## src/rtl/fpsr_pkg.sv

```systemverilog
package fpsr_pkg;
  localparam int NEXC      = 5;
  localparam int RM_W      = 2;
  localparam int FLAG_LSB  = 2;
  localparam int EN_LSB    = 7;
  localparam int CAUSE_LSB = 12;
  localparam int DN_BIT    = 18;
  localparam logic [RM_W-1:0] RM_TRUNC = 2'b01;
  localparam logic [11:0] FPU_EXC_CODE = 12'h120;
  // exception bit indices inside each field
  localparam int X_INEXACT  = 0;
  localparam int X_UNDER    = 1;
  localparam int X_OVER     = 2;
  localparam int X_DIVZERO  = 3;
  localparam int X_INVALID  = 4;
endpackage

```

## src/rtl/fpsr_cause_gen.sv

```systemverilog
module fpsr_cause_gen
  import fpsr_pkg::*;
#(
  parameter int N = NEXC
) (
  input  logic [N-1:0] raw_exc,
  input  logic         approx,
  output logic [N-1:0] eff_exc
);
  localparam logic [N-1:0] ONLY_INEXACT = N'(1) << X_INEXACT;

  always_comb begin
    if (approx && (raw_exc == '0)) eff_exc = ONLY_INEXACT;
    else                           eff_exc = raw_exc;
  end
endmodule

```

## src/rtl/fpsr_reg.sv

```systemverilog
module fpsr_reg
  import fpsr_pkg::*;
#(
  parameter int          W         = 32,
  parameter int          N         = NEXC,
  parameter logic [31:0] RESET_VAL = 32'h0004_0001,
  parameter logic [31:0] WR_MASK   = 32'h0005_FFFF
) (
  input  logic         clk,
  input  logic         rst,
  input  logic         ld_en,
  input  logic [W-1:0] ld_data,
  input  logic         done,
  input  logic [N-1:0] eff_exc,
  output logic [W-1:0] q,
  output logic         req
);
  logic [N-1:0] hit;
  logic [N-1:0] enables;

  assign enables = q[EN_LSB +: N];

  for (genvar i = 0; i < N; i++) begin : g_hit
    assign hit[i] = eff_exc[i] & enables[i];
  end

  always_ff @(posedge clk) begin
    if (rst) begin
      q   <= RESET_VAL[W-1:0];
      req <= 1'b0;
    end else if (ld_en) begin
      q   <= ld_data & WR_MASK[W-1:0];
      req <= 1'b0;
    end else if (done) begin
      q[CAUSE_LSB +: N] <= eff_exc;
      q[FLAG_LSB +: N]  <= q[FLAG_LSB +: N] | eff_exc;
      req <= |hit;
    end else begin
      req <= 1'b0;
    end
  end

  p_cause_overwrite_r2: assert property (@(posedge clk) disable iff (rst)
    (done && !ld_en) |=> (q[CAUSE_LSB +: N] == $past(eff_exc)));

  p_flags_sticky_r3: assert property (@(posedge clk) disable iff (rst)
    (!ld_en) |=> ((q[FLAG_LSB +: N] & $past(q[FLAG_LSB +: N])) == $past(q[FLAG_LSB +: N])));

  p_req_source_r4: assert property (@(posedge clk) disable iff (rst)
    req |-> ($past(done) && !$past(ld_en)));

  p_load_wins_r10: assert property (@(posedge clk) disable iff (rst)
    ld_en |=> (q == ($past(ld_data) & WR_MASK[W-1:0]) && !req));
endmodule

```

## src/rtl/fpsr_mode_dec.sv

```systemverilog
module fpsr_mode_dec
  import fpsr_pkg::*;
(
  input  logic [RM_W-1:0] rm_field,
  input  logic            dn_bit,
  input  logic            req,
  output logic            rnd_trunc,
  output logic            ftz,
  output logic [11:0]     exc_code
);
  always_comb begin
    rnd_trunc = (rm_field == RM_TRUNC);
    ftz       = dn_bit;
    exc_code  = req ? FPU_EXC_CODE : 12'h000;
  end
endmodule

```

## src/rtl/fpsr_unit.sv

```systemverilog
module fpsr_unit
  import fpsr_pkg::*;
#(
  parameter int          W         = 32,
  parameter logic [31:0] RESET_VAL = 32'h0004_0001,
  parameter logic [31:0] WR_MASK   = 32'h0005_FFFF
) (
  input  logic         clk,
  input  logic         rst,
  input  logic         ld_en,
  input  logic [31:0]  ld_data,
  input  logic         op_done,
  input  logic [4:0]   op_exc,
  input  logic         op_approx,
  output logic [31:0]  fpsr_q,
  output logic         rnd_trunc,
  output logic         ftz,
  output logic         exc_req,
  output logic [11:0]  exc_code
);
  logic [NEXC-1:0] eff_exc;

  fpsr_cause_gen #(.N(NEXC)) u_cause (
    .raw_exc (op_exc),
    .approx  (op_approx),
    .eff_exc (eff_exc)
  );

  fpsr_reg #(.W(W), .N(NEXC), .RESET_VAL(RESET_VAL), .WR_MASK(WR_MASK)) u_reg (
    .clk     (clk),
    .rst     (rst),
    .ld_en   (ld_en),
    .ld_data (ld_data),
    .done    (op_done),
    .eff_exc (eff_exc),
    .q       (fpsr_q),
    .req     (exc_req)
  );

  fpsr_mode_dec u_dec (
    .rm_field  (fpsr_q[RM_W-1:0]),
    .dn_bit    (fpsr_q[DN_BIT]),
    .req       (exc_req),
    .rnd_trunc (rnd_trunc),
    .ftz       (ftz),
    .exc_code  (exc_code)
  );

  p_reset_value_r8: assert property (@(posedge clk)
    rst |=> (fpsr_q == RESET_VAL && !exc_req));

  p_unimpl_zero_r5: assert property (@(posedge clk) disable iff (rst)
    ld_en |=> ((fpsr_q & ~WR_MASK) == 32'h0));

  p_trunc_load_r6: assert property (@(posedge clk) disable iff (rst)
    (ld_en && ld_data[1:0] == 2'b01) |=> rnd_trunc);

  p_ftz_load_r7: assert property (@(posedge clk) disable iff (rst)
    ld_en |=> (ftz == $past(ld_data[DN_BIT])));

  p_approx_nonzero_r9: assert property (@(posedge clk) disable iff (rst)
    (op_done && op_approx && !ld_en) |=> (fpsr_q[CAUSE_LSB +: NEXC] != '0));

  p_code_r4: assert property (@(posedge clk) disable iff (rst)
    exc_req |-> (exc_code == 12'h120));
endmodule

```

## config.mk

```make
export PLATFORM = sky130hd
export DESIGN_NAME = fpsr_unit
export DESIGN_NICKNAME = d
export VERILOG_FILES = /design/src/rtl/fpsr_pkg.sv /design/src/rtl/fpsr_cause_gen.sv /design/src/rtl/fpsr_reg.sv /design/src/rtl/fpsr_mode_dec.sv /design/src/rtl/fpsr_unit.sv
export SDC_FILE = /design/constraint.sdc
export NUM_CORES = 1
export LEC_CHECK = 0
export ABC_AREA = 0
export CORE_UTILIZATION = 32
export CTS_CLUSTER_DIAMETER = 100
export DETAILED_ROUTE_END_ITERATION = 7
export PLACE_DENSITY = 0.86
export RECOVER_POWER = 25
export SLEW_MARGIN = 0
export SYNTH_ARGS = -nofsm -noshare
export SYNTH_HDL_FRONTEND = slang
export SYNTH_SLANG_ARGS = --single-unit
```

## constraint.sdc

```tcl
create_clock -name clk -period 1.16 [get_ports clk]
set_input_delay 0.232 -clock clk [delete_from_list [all_inputs] [get_ports clk]]
set_output_delay 0.232 -clock clk [all_outputs]
set_load 0.1 [all_outputs]
```

Yosys cells after proc, flatten, opt, wreduce, memory -nomap -nowiden
Index checks and enable logic that the tools add are counted.
{"block": "classes", "n_eq_ne": 1, "muxes": 6, "bitwise": 7, "n_reduce_logical": 5}
{"operator": "two-way mux 5 bit", "count": 5}
{"operator": "two-way mux 9 bit", "count": 1}
{"operator": "AND 1 bit", "count": 5}
{"operator": "logical NOT 5 bit", "count": 1}
{"operator": "bitwise OR 5 bit", "count": 1}
{"operator": "OR reduction 5 bit", "count": 1}
{"operator": "OR reduction 3 bit", "count": 1}
{"operator": "equality test 2 x 1 -> 1 bit, second input constant", "count": 1}
{"operator": "nonzero test 2 bit", "count": 1}
{"operator": "logical AND 1 bit", "count": 1}
{"operator": "inverter 1 bit", "count": 1}
{"block": "totals", "ff_bits": 19, "inputBits": 42, "out_inout_bits": 47}

Logic depth before layout (Yosys ltp)
Gate-level depths: netlist of run 1.
{"block": "logic_depth", "ltp_word": 6, "depth_mapped": 4, "depth_no_buf": 3}

Cells and area by module
A second synthesis of run 1 with hierarchy kept.
{"block": "hier_totals", "cells_unflattened": 112, "hier_area_um2": 1058.5}
{"module": "fpsr_reg", "n_inst": 1, "cells_per_inst": 91, "area_per_inst_um2": 904.6, "seq_area_each_um2": 380.4}
{"module": "fpsr_mode_dec", "n_inst": 1, "cells_per_inst": 15, "area_per_inst_um2": 115.1, "seq_area_each_um2": 0.0}
{"module": "fpsr_cause_gen", "n_inst": 1, "cells_per_inst": 6, "area_per_inst_um2": 38.8, "seq_area_each_um2": 0.0}

Worst setup path after synthesis of run 1
No wires, ideal clock.
{"block": "synth_timing", "path_kind": "register -> output", "from": "reg u_reg.q[0]", "to": "out rnd_trunc", "t_arrival_ns": 2.386, "required_ns": 0.928, "setup_slack_ns": -1.458, "path_stages_with_launch": 2, "path_cell_list": "dfxtp_1 nor2b_1"}
{"block": "synth_via", "elab_chain_len": 1}
{"item": "from (decl)", "line_no": "fpsr_reg.sv:15", "source": "output logic [W-1:0] q,"}
{"item": "from (signal assigned)", "line_no": "fpsr_reg.sv:29", "source": "q <= RESET_VAL[W-1:0];"}
{"item": "from (signal assigned)", "line_no": "fpsr_reg.sv:32", "source": "q <= ld_data & WR_MASK[W-1:0];"}
{"item": "from (signal, indexed assignment)", "line_no": "fpsr_reg.sv:36", "source": "q[FLAG_LSB +: N] <= q[FLAG_LSB +: N] | eff_exc;"}
{"item": "equality test 2 x 1 -> 1 bit", "line_no": "fpsr_mode_dec.sv:12", "source": "rnd_trunc = (rm_field == RM_TRUNC);"}
{"item": "to (decl)", "line_no": "fpsr_unit.sv:16", "source": "output logic rnd_trunc,"}
No other way between the ends.

Final worst setup path of run 1
Ends and elaborated chain as after synthesis.

==> results.md, run 1 <==
- Required time at the worst-slack endpoint: between 900 and 1000 ps
- Antenna cell count: 0
- Floorplan core area: between 0.003 and 0.004 sq mm
- Wire length of the first global-routing pass: approximately 3800 um
- Dominant delay contributor by cell family on the critical path: flip-flops
- Failing checks: setup timing
- Length in cells of the worst reg-to-reg path: 3
- Result of the run: finished with violations
- IO buf count: 50
- Vias in the first global route: between 800 and 900
- Number of antenna violations at the first check in global routing: 0
- Netlist area before placement: about 0.0010 sq mm
- CTS Root Buffer Type: sky130_fd_sc_hd__clkbuf_4
- Die boundary height: 59.24 um
- Post-Synthesis Cells: 110
- Num rows: 20
- Number of DRC markers in iteration 0: 7
- Largest buffer count on any clock path: 2
- Number of placed instances with taps included: approximately 210
- Critical path buffers and inverters: 1
- Worst Slack Setup Final: -44.52 ps
- Warnings from Yosys: 0
- Area share of the largest cell type after synthesis: roughly 36%
- Worst hold path stage count: 4
- CTS tree: built
- Mean cell area of the mapped netlist: roughly 9.5 sq um
- Chip Width: 59.24 um
- Hold Vio Cnt, Final: 0
- Main area contributors after synthesis: sky130_fd_sc_hd__dfxtp_1, sky130_fd_sc_hd__buf_4, sky130_fd_sc_hd__mux2i_1
- Reg2reg end: u_reg.q[0]
- Maximum vdd ir drop: approximately 0.58 mV
- Clock network latency to the later pin of the worst-skew pair: 280 ps
- Total iterations of the first detailed-routing run: 2
- Post-synthesis sequential element count: 19
- Worst-path cell chain: nor2b_4 -> buf_12
- HPWL after detailed placement: a little under 2000 um
- Fraction of layout cells with a size suffix above 1: 40.48%
- Maximum number of pins on one net before global-route repair: 11
- Unrepaired setup endpoints after global routing: true
- DRC Markers: 0
- Sequential cell area fraction in the yosys report: between 30% and 40%
- Critical Path Start Type: register
- Max incr delay on CP: 360 ps
- Total Power: roughly 2300 uW
- Total overflow reported by the global router: 0
- Area enclosed by the die boundary: 0.003509 sq mm
- Sequential cell area: just over 400 sq um
- Final Max Tran Viols: 0
- Cell with the largest stage delay on the worst path: sky130_fd_sc_hd__dfxtp_4
- Area occupied by multi-input gates: around 520 sq um
- Final nets: 211
- GP Congestion: slightly above 0.7
- Fillers: about 270
- Maximum net fanout on the critical path: 2
- Remaining antenna violation count: 0
- Post-DR wirelength/cell: ~11 um
- Startpoint of the most critical hold path: op_exc[2]
- Leak: 0.0008372 uW
- Global router's overall resource usage: roughly 15%
- Setup violations, final: 3
- Nature of the critical path endpoint: output port
- Worst-case register-to-register setup slack: approximately 230 ps
- Signed area change from the synthesized netlist to the final layout: 77.80%
- Final core occ: 60.57%
- Setup Slack @ Placement: -380.9 ps
- Initial Utilization: 34.07%
- Total number of vias: roughly 900
- IO Count: 89
- Inserted Clock Buffers: 3
- Final Non-Filler Cells: roughly 210
- Shortest clock period the worst path allows after layout: 1205 ps
- Total length of routed wires: 2368 um
- Vias per cell: about 4.2
- Ratio of final minimum period to clock period: 103.8%
- Clock transition at path regs: about 100 ps
- Category of the critical setup timing path: register to output port
- Count of unique library cells instantiated by Yosys: 26
- Launch point of the worst reg-to-reg path: u_reg.q[0]
- Power Density: about 1200 mW/mm^2
- Maximum clock rate: just over 0.8 GHz
- Worst Skew: around 0.39 ps
- Arr. time, crit path: 970 ps
- Level count of the clock H-tree: 1
- End point of the most critical hold path: u_reg.q[12]
- Area leader, netlist: sky130_fd_sc_hd__dfxtp_1
- Clk sink count: 19
- Min-Delay Path Class: primary input to register
- Count of max-cap constraint violations: 0
## state kept, by name (all words and copies together) (netlist names)
name and count:
u_reg.q 18, u_reg.req 1
## synth_stat cells, drive strengths merged
cell type	instances
buf	32
dfxtp	19
mux2i	11
nor2	11
nor2b	7
a211oi	4
mux2	4
nor3	4
a211o	2
a22o	2
nand2	2
o21ai	2
a21oi	1
a311oi	1
clkbuf	1
conb	1
inv	1
nand2b	1
nor3b	1
nor4	1
o22ai	1
o31ai	1
## logic make-up (layout without fill, tap and decap cells)
kind of cell	Yosys count	in the layout	share of synthesized area, %
AND/OR/NAND/NOR	27	27	14.56
buffers and inverters	34	69	23.51
multiplexers	15	15	14.80
AO/OA/AOI/OAI	14	14	10.50
flip-flops	19	19	36.28
other	1	24	0.3577
## layout make-up
cell class,instances,area share (%)
clock buffers,4,1.409
inverters,1,0.2013
multi-input cells,80,27.99
flip-flops and latches,19,22.08
well taps,44,2.953
repair buffers,64,45.37
## report_power, final
group | internal (uW) | leakage [uW] | switching [uW]
registers | 704 | 0.000163 | 53.1
logic | 375 | 0.000659 | 848
clock network | 133 | 0.0000150 | 190
total | 1210 | 0.000837 | 1090
## per-layer routing
metal,GRT usage [%],up-vias,wire length [um]
met5,0,-,0
met4,5.102,0,14
met3,5.022,2,199
met2,23.92,39,1144
met1,17.83,407,1010
li1,-,441,-
## timing repair
item / CTS / global route
pin swaps: 0 / 1
hold buffers: 0 / 0
setup buffers: 1 / 0
endpoints found under the setup margin: 7 / 8
resized for setup: 2 / 5
## cells in the final DEF (no fill, tap or decap), types with 3 or more instances in the layout
master and n:
sky130_fd_sc_hd__conb_1 24, sky130_fd_sc_hd__buf_12 24, sky130_fd_sc_hd__clkdlybuf4s50_1 22, sky130_fd_sc_hd__dfxtp_2 16, sky130_fd_sc_hd__mux2i_1 11, sky130_fd_sc_hd__nor2_1 11
sky130_fd_sc_hd__buf_4 10, sky130_fd_sc_hd__nor2b_1 6, sky130_fd_sc_hd__mux2_2 4, sky130_fd_sc_hd__a211oi_1 4, sky130_fd_sc_hd__nor3_1 4, sky130_fd_sc_hd__clkbuf_4 3
sky130_fd_sc_hd__dlymetal6s2s_1 3, sky130_fd_sc_hd__clkbuf_2 3, sky130_fd_sc_hd__dfxtp_4 3
## tightest hold or removal path, cell delays in order
cell	delay (ps)
sky130_fd_sc_hd__dlymetal6s2s_1	200
sky130_fd_sc_hd__nor4_4	60
sky130_fd_sc_hd__nand2_1	80
sky130_fd_sc_hd__a311oi_2	80
## how the worst max path moves through the flow
stage / endpoint / start / cells after the start / slack (ps)
final: rnd_trunc / u_reg.q[0] / 2 / -40
after global routing: rnd_trunc / u_reg.q[0] / 2 / -100
after CTS: rnd_trunc / u_reg.q[0] / 2 / -70
after detailed placement: u_reg.q[14] / op_done / 4 / -380
after global placement: u_reg.q[13] / op_done / 4 / -330
after floorplan: rnd_trunc / u_reg.q[0] / 1 / -190
## stage by stage
step / TNS, ps / instance area (sq um) / hold WS, ps
after floorplan: -394.0 / 1171 / 349.2
after global placement: -4348 / 1824 / 468.3
after detailed placement: -4786 / 1824 / 475.0
after CTS: -90.83 / 1856 / 489.8
after global routing: -317.9 / 1864 / 384.6
final: -56.67 / 1864 / 394.5
(Power assumes the default switching activity.)
==> run 2: changes to the inputs <==
- CORE_UTILIZATION: 32 -> 33
- CTS_BUF_LIST: not set -> sky130_fd_sc_hd__clkbuf_4
- PLACE_DENSITY: 0.86 -> 0.88
==> results.md, run 2 (synthesis results as in run 1) <==
- Unrepaired setup endpoints after global routing: true
- Setup violations, final: 2
- Total length of routed wires: between 2000 and 2500 um
- Maximum number of pins on one net before global-route repair: 12
- Fraction of layout cells with a size suffix above 1: between 40% and 50%
- Required time at the worst-slack endpoint: 930 ps
- Inserted Clock Buffers: 3
- Net switching power figure: 1099 uW
- DRC Markers: 0
- Power Density: approximately 1300 mW/mm^2
- Highest-count cells in the layout ignoring fill and taps: sky130_fd_sc_hd__conb_1, sky130_fd_sc_hd__buf_12, sky130_fd_sc_hd__clkdlybuf4s50_1
- Total iterations of the first detailed-routing run: 2
- Max reg flops: 18
- Clock network latency to the later pin of the worst-skew pair: between 200 and 300 ps
- Critical Path Start Type: register
- HPWL after detailed placement: around 1900 um
- Worst hold margin: ~430 ps
- Number of DRC markers in iteration 0: 10
- Arr. time, crit path: slightly below 1000 ps
- Total number of vias: roughly 900
- Post-DR wirelength/cell: between 10 and 15 um
- Sequential cell area: approximately 410 sq um
- Switching portion of total power: around 47%
- Floorplan core area: roughly 0.0030 sq mm
- Number of antenna violations at the first check in global routing: 0
- Worst Slack Setup Final: -44.52 ps
- Failing checks: setup timing
- Nature of the critical path endpoint: output port
- Relative contribution of the clock network to total power: approximately 15%
- Setup TNS: -58.33 ps
- Final Non-Filler Cells: approximately 210
- Final Max Tran Viols: 0
- Internal power: 1229 uW
- Worst Skew: around 0.34 ps
- Area enclosed by the die boundary: ~0.0034 sq mm
- Total overflow reported by the global router: 0
- Relative contribution of combinational cells to total power: a little over half
- Leak: around 0.00082 uW
- Result of the run: finished with violations
- Num rows: 20
- Leading cell type in the layout, fill and taps excluded: sky130_fd_sc_hd__conb_1
- Sequential share of power: about 33%
- CTS tree: built
- Maximum vdd ir drop: 0.7215 mV
- Area occupied by multi-input gates: ~520 sq um
- Post-CTS Hold Fix Bufs: 0
- Final nets: around 210
- Total Power: 2328 uW
- Hold Vio Cnt, Final: 0
- Level count of the clock H-tree: 1
- Post-place instance area: approximately 0.0018 sq mm
- Clk sink count: 19
- Largest buffer count on any clock path: 2
- Maximum clock rate: just over 0.8 GHz
- Remaining antenna violation count: 0
- Vias in the first global route: 805
- Maximum net fanout on the critical path: 2
- Fillers: ~270
- Initial Utilization: roughly a third
- CTS Root Buffer Type: sky130_fd_sc_hd__clkbuf_4
- Signed area change from the synthesized netlist to the final layout: 76.25%
- Shortest clock period the worst path allows after layout: between 1000 and 1500 ps
- Ratio of final minimum period to clock period: 103.8%
- Vias per cell: between 4 and 5
- Clock transition at path regs: about 110 ps
- Register with the highest flop count: u_reg.q
- Chip Width: just under 60 um
- Count of max-cap constraint violations: 0
- Registers with the highest flip-flop counts: u_reg.q (18), u_reg.req (1)
- Number of placed instances with taps included: approximately 210
- GP Congestion: slightly below 0.8
- Final standard cell area without fillers: between 0.0015 and 0.002 sq mm
- Die boundary height: about 58 um
- Wire length of the first global-routing pass: 3712 um
- Global router's overall resource usage: between 10% and 20%
- Antenna cell count: 0
- Min-Delay Path Class: primary input to register
- IO buf count: 50
- Category of the critical setup timing path: register to output port
- IO Count: between 80 and 90
-- run 2: path summary, 6_finish.rpt --
kind / to / depth (start not counted) / slack [ps] / startpoint
hold reg to reg: u_reg.req / 2 / 480 / u_reg.q[7]
hold / removal: u_reg.q[12] / 4 / 430 / op_exc[1]
setup / recovery: rnd_trunc / 2 / -40 / u_reg.q[0]
setup reg to reg: u_reg.q[0] / 3 / 220 / u_reg.q[0]
-- run 2: power groups by stage --
stage | logic, uW | registers (uW) | clock network [uW]
floorplan | 597 | 1070 | 0
global placement | 1210 | 775 | 0
detailed placement | 1210 | 777 | 0
CTS | 1220 | 758 | 365
global route | 1250 | 763 | 391
finish | 1220 | 757 | 355
-- run 2: repair_timing --
item                                    in CTS  in global routing
gates cloned                                 1                  0
setup buffers                                2                  0
hold endpoints to repair                     0                  0
endpoints found under the setup margin      11                  4
gates resized for setup                      5                  2
-- run 2: worst max-delay path: stages, from the launching register on --
cell	delay, ps
sky130_fd_sc_hd__dfxtp_4	360
sky130_fd_sc_hd__nor2b_4	150
sky130_fd_sc_hd__buf_12	180
-- run 2: through the flow --
| step | setup slack, ps | utilization, % |
|---|---|---|
| after global placement | -325.9 | 59.34 |
| after global routing | -92.61 | 61.03 |
| after detailed placement | -376.6 | 59.34 |
| after CTS | -54.56 | 61.07 |
| final | -44.52 | 61.03 |
| after floorplan | -185.3 | - |
-- run 2: cell type report --
cell class / instances / area share (%)
Timing Repair Buffer: 64 / 45.02
Multi-Input combinational cell: 80 / 27.89
Sequential cell: 19 / 22.27
Tap cell: 44 / 2.979
Clock buffer: 4 / 1.625
Inverter: 1 / 0.2031
-- run 2: per-layer routing --
metal | GRT usage (%) | share of wire [%]
met5 | 0 | 0
met4 | 5.102 | 0.37
met3 | 4.176 | 7.8
met2 | 24.14 | 51
met1 | 18.16 | 41
==> run 3: changes to the inputs <==
- PLACE_DENSITY: 0.88 -> 0.83
==> results.md, run 3 (synthesis results as in run 1) <==
- Min-Delay Path Class: primary input to register
- Die boundary height: 58.37 um
- Setup TNS: -86.08 ps
- DRC Markers: 0
- CP Launch Point: u_reg.q[0]
- Unrepaired setup endpoints after global routing: true
- Registers with the highest flip-flop counts: u_reg.q (18), u_reg.req (1)
- Worst-case register-to-register setup slack: 220 ps
- IO buf count: 50
- Post-DR wirelength/cell: around 12 um
- Length in cells of the worst reg-to-reg path: 3
- Worst hold margin: around 420 ps
- Power Density: roughly 1300 mW/mm^2
- Ratio of final minimum period to clock period: 105.2%
- Maximum number of pins on one net before global-route repair: 16
- Area enclosed by the die boundary: 0.003406 sq mm
- Relative contribution of combinational cells to total power: a little over half
- Maximum clock rate: around 0.82 GHz
- Relative contribution of the clock network to total power: ~15%
- Initial Utilization: between 30% and 40%
- Number of placed instances with taps included: about 200
- Largest buffer count on any clock path: 2
- Vias per cell: 4.246
- Post-place instance area: 0.001787 sq mm
- Wire length of the first global-routing pass: approximately 4300 um
- CTS Root Buffer Type: sky130_fd_sc_hd__clkbuf_4
- Critical path capture point: rnd_trunc
- Fraction of layout cells with a size suffix above 1: approximately two fifths
- Maximum vdd ir drop: 0.6726 mV
- Number of DRC markers in iteration 0: 12
- Chip Width: 58.37 um
- IO Count: 89
- Failing checks: setup timing
- Clk sink count: 19
- Global router's overall resource usage: between 15 and 20%
- Total number of vias: approximately 880
- Max reg flops: 18
- Worst Skew: approximately 0.19 ps
- Hold Vio Cnt, Final: 0
- Arr. time, crit path: between 900 and 1000 ps
- HPWL after detailed placement: slightly above 2000 um
- Switching portion of total power: 48.21%
- Count of max-cap constraint violations: 0
- GP Congestion: ~0.73
- Reg2reg end: u_reg.q[0]
- Setup violations, final: 2
- Level count of the clock H-tree: 1
- Result of the run: finished with violations
- Nature of the critical path endpoint: output port
- Critical Path Start Type: register
- Highest-count cells in the layout ignoring fill and taps: sky130_fd_sc_hd__conb_1, sky130_fd_sc_hd__clkdlybuf4s50_1, sky130_fd_sc_hd__buf_12
- Signed area change from the synthesized netlist to the final layout: 73.51%
- Category of the critical setup timing path: register to output port
- Maximum net fanout on the critical path: 2
- Register with the highest flop count: u_reg.q
- Vias in the first global route: 863
- Total iterations of the first detailed-routing run: 4
- Sequential share of power: approximately 33%
- Shortest clock period the worst path allows after layout: 1220 ps
- Floorplan core area: a little over 0.003 sq mm
- Number of antenna violations at the first check in global routing: 0
- Post-CTS Hold Fix Bufs: 0
- Net switching power figure: between 1000 and 1500 uW
- Clock network latency to the later pin of the worst-skew pair: roughly 280 ps
- Leading cell type in the layout, fill and taps excluded: sky130_fd_sc_hd__conb_1
- Required time at the worst-slack endpoint: about 930 ps
- Launch point of the worst reg-to-reg path: u_reg.q[0]
- Num rows: 20
- Antenna cell count: 0
- Inserted Clock Buffers: 3
- Internal power: 1194 uW
- Remaining antenna violation count: 0
- Total overflow reported by the global router: 0
- Leak: between 0.0007 and 0.0008 uW
- Final Non-Filler Cells: 207
- CTS tree: built
- Clock transition at path regs: between 100 and 150 ps
- Total length of routed wires: roughly 2600 um
- Final nets: 206
- Final Max Tran Viols: 0
- Final standard cell area without fillers: around 0.0018 sq mm
- Worst Slack Setup Final: -59.93 ps
run 3: cell types whose count changed in the layout (fill, tap and decap cells not counted), sizes merged:
cell,previous run,this run
buf,35,30
clkbuf,6,5
clkdlybuf4s50,21,23
clkinv,0,1
dlygate4sd3,1,0
dlymetal6s2s,2,1
run 3: worst max-delay path, cell delays in order, from the launching register on:
cell	delay, ps
sky130_fd_sc_hd__dfxtp_4	360
sky130_fd_sc_hd__nor2b_4	150
sky130_fd_sc_hd__buf_12	180
run 3: repair_timing:
| item | in CTS | in global routing |
|---|---|---|
| setup buffers | 1 | 0 |
| setup endpoints to repair | 11 | 5 |
| gates resized for setup | 4 | 3 |
run 3: worst min path at each step:
stage / cells after the start / slack (ps) / endpoint / from
floorplan: 1 / 350 / u_reg.q[0] / ld_data[0]
global placement: 2 / 470 / u_reg.req / u_reg.q[7]
detailed placement: 2 / 470 / u_reg.req / u_reg.q[7]
CTS: 2 / 480 / u_reg.req / u_reg.q[7]
global route: 4 / 430 / u_reg.q[12] / op_exc[1]
finish: 4 / 420 / u_reg.q[12] / op_exc[1]
run 3: through the flow:
| stage | util, % | total power (uW) | setup WS [ps] |
|---|---|---|---|
| floorplan | - | 1669 | -185.3 |
| global placement | 59.01 | 1976 | -334.2 |
| detailed placement | 59.01 | 1991 | -438.3 |
| CTS | 60.12 | 2328 | -74.83 |
| global route | 60.08 | 2389 | -98.90 |
| finish | 60.08 | 2306 | -59.93 |
run 3: metal layers:
layer	up-vias	part of all wire (%)	global-route usage [%]	routed length, um
li1	427	-	-	-
met1	405	40	20.08	1023
met2	45	52	28.90	1332
met3	2	7.5	3.297	193
met4	0	0.47	6.122	12
met5	-	0	0	0
run 3: final cells by class:
class / instances / area (sq um)
Fill cell: 271 / 1209
Timing Repair Buffer: 59 / 794.5
Multi-Input combinational cell: 80 / 526.8
Sequential cell: 19 / 411.6
Tap cell: 44 / 55.05
Clock buffer: 3 / 22.52
Clock inverter: 1 / 5.005
Inverter: 1 / 3.754
run 3: power groups by stage:
stage | Sequential, uW | Clock (uW) | Combinational, uW
finish | 758 | 336 | 1210
global placement | 775 | 0 | 1200
floorplan | 1070 | 0 | 597
global route | 767 | 375 | 1250
detailed placement | 777 | 0 | 1210
CTS | 759 | 352 | 1220
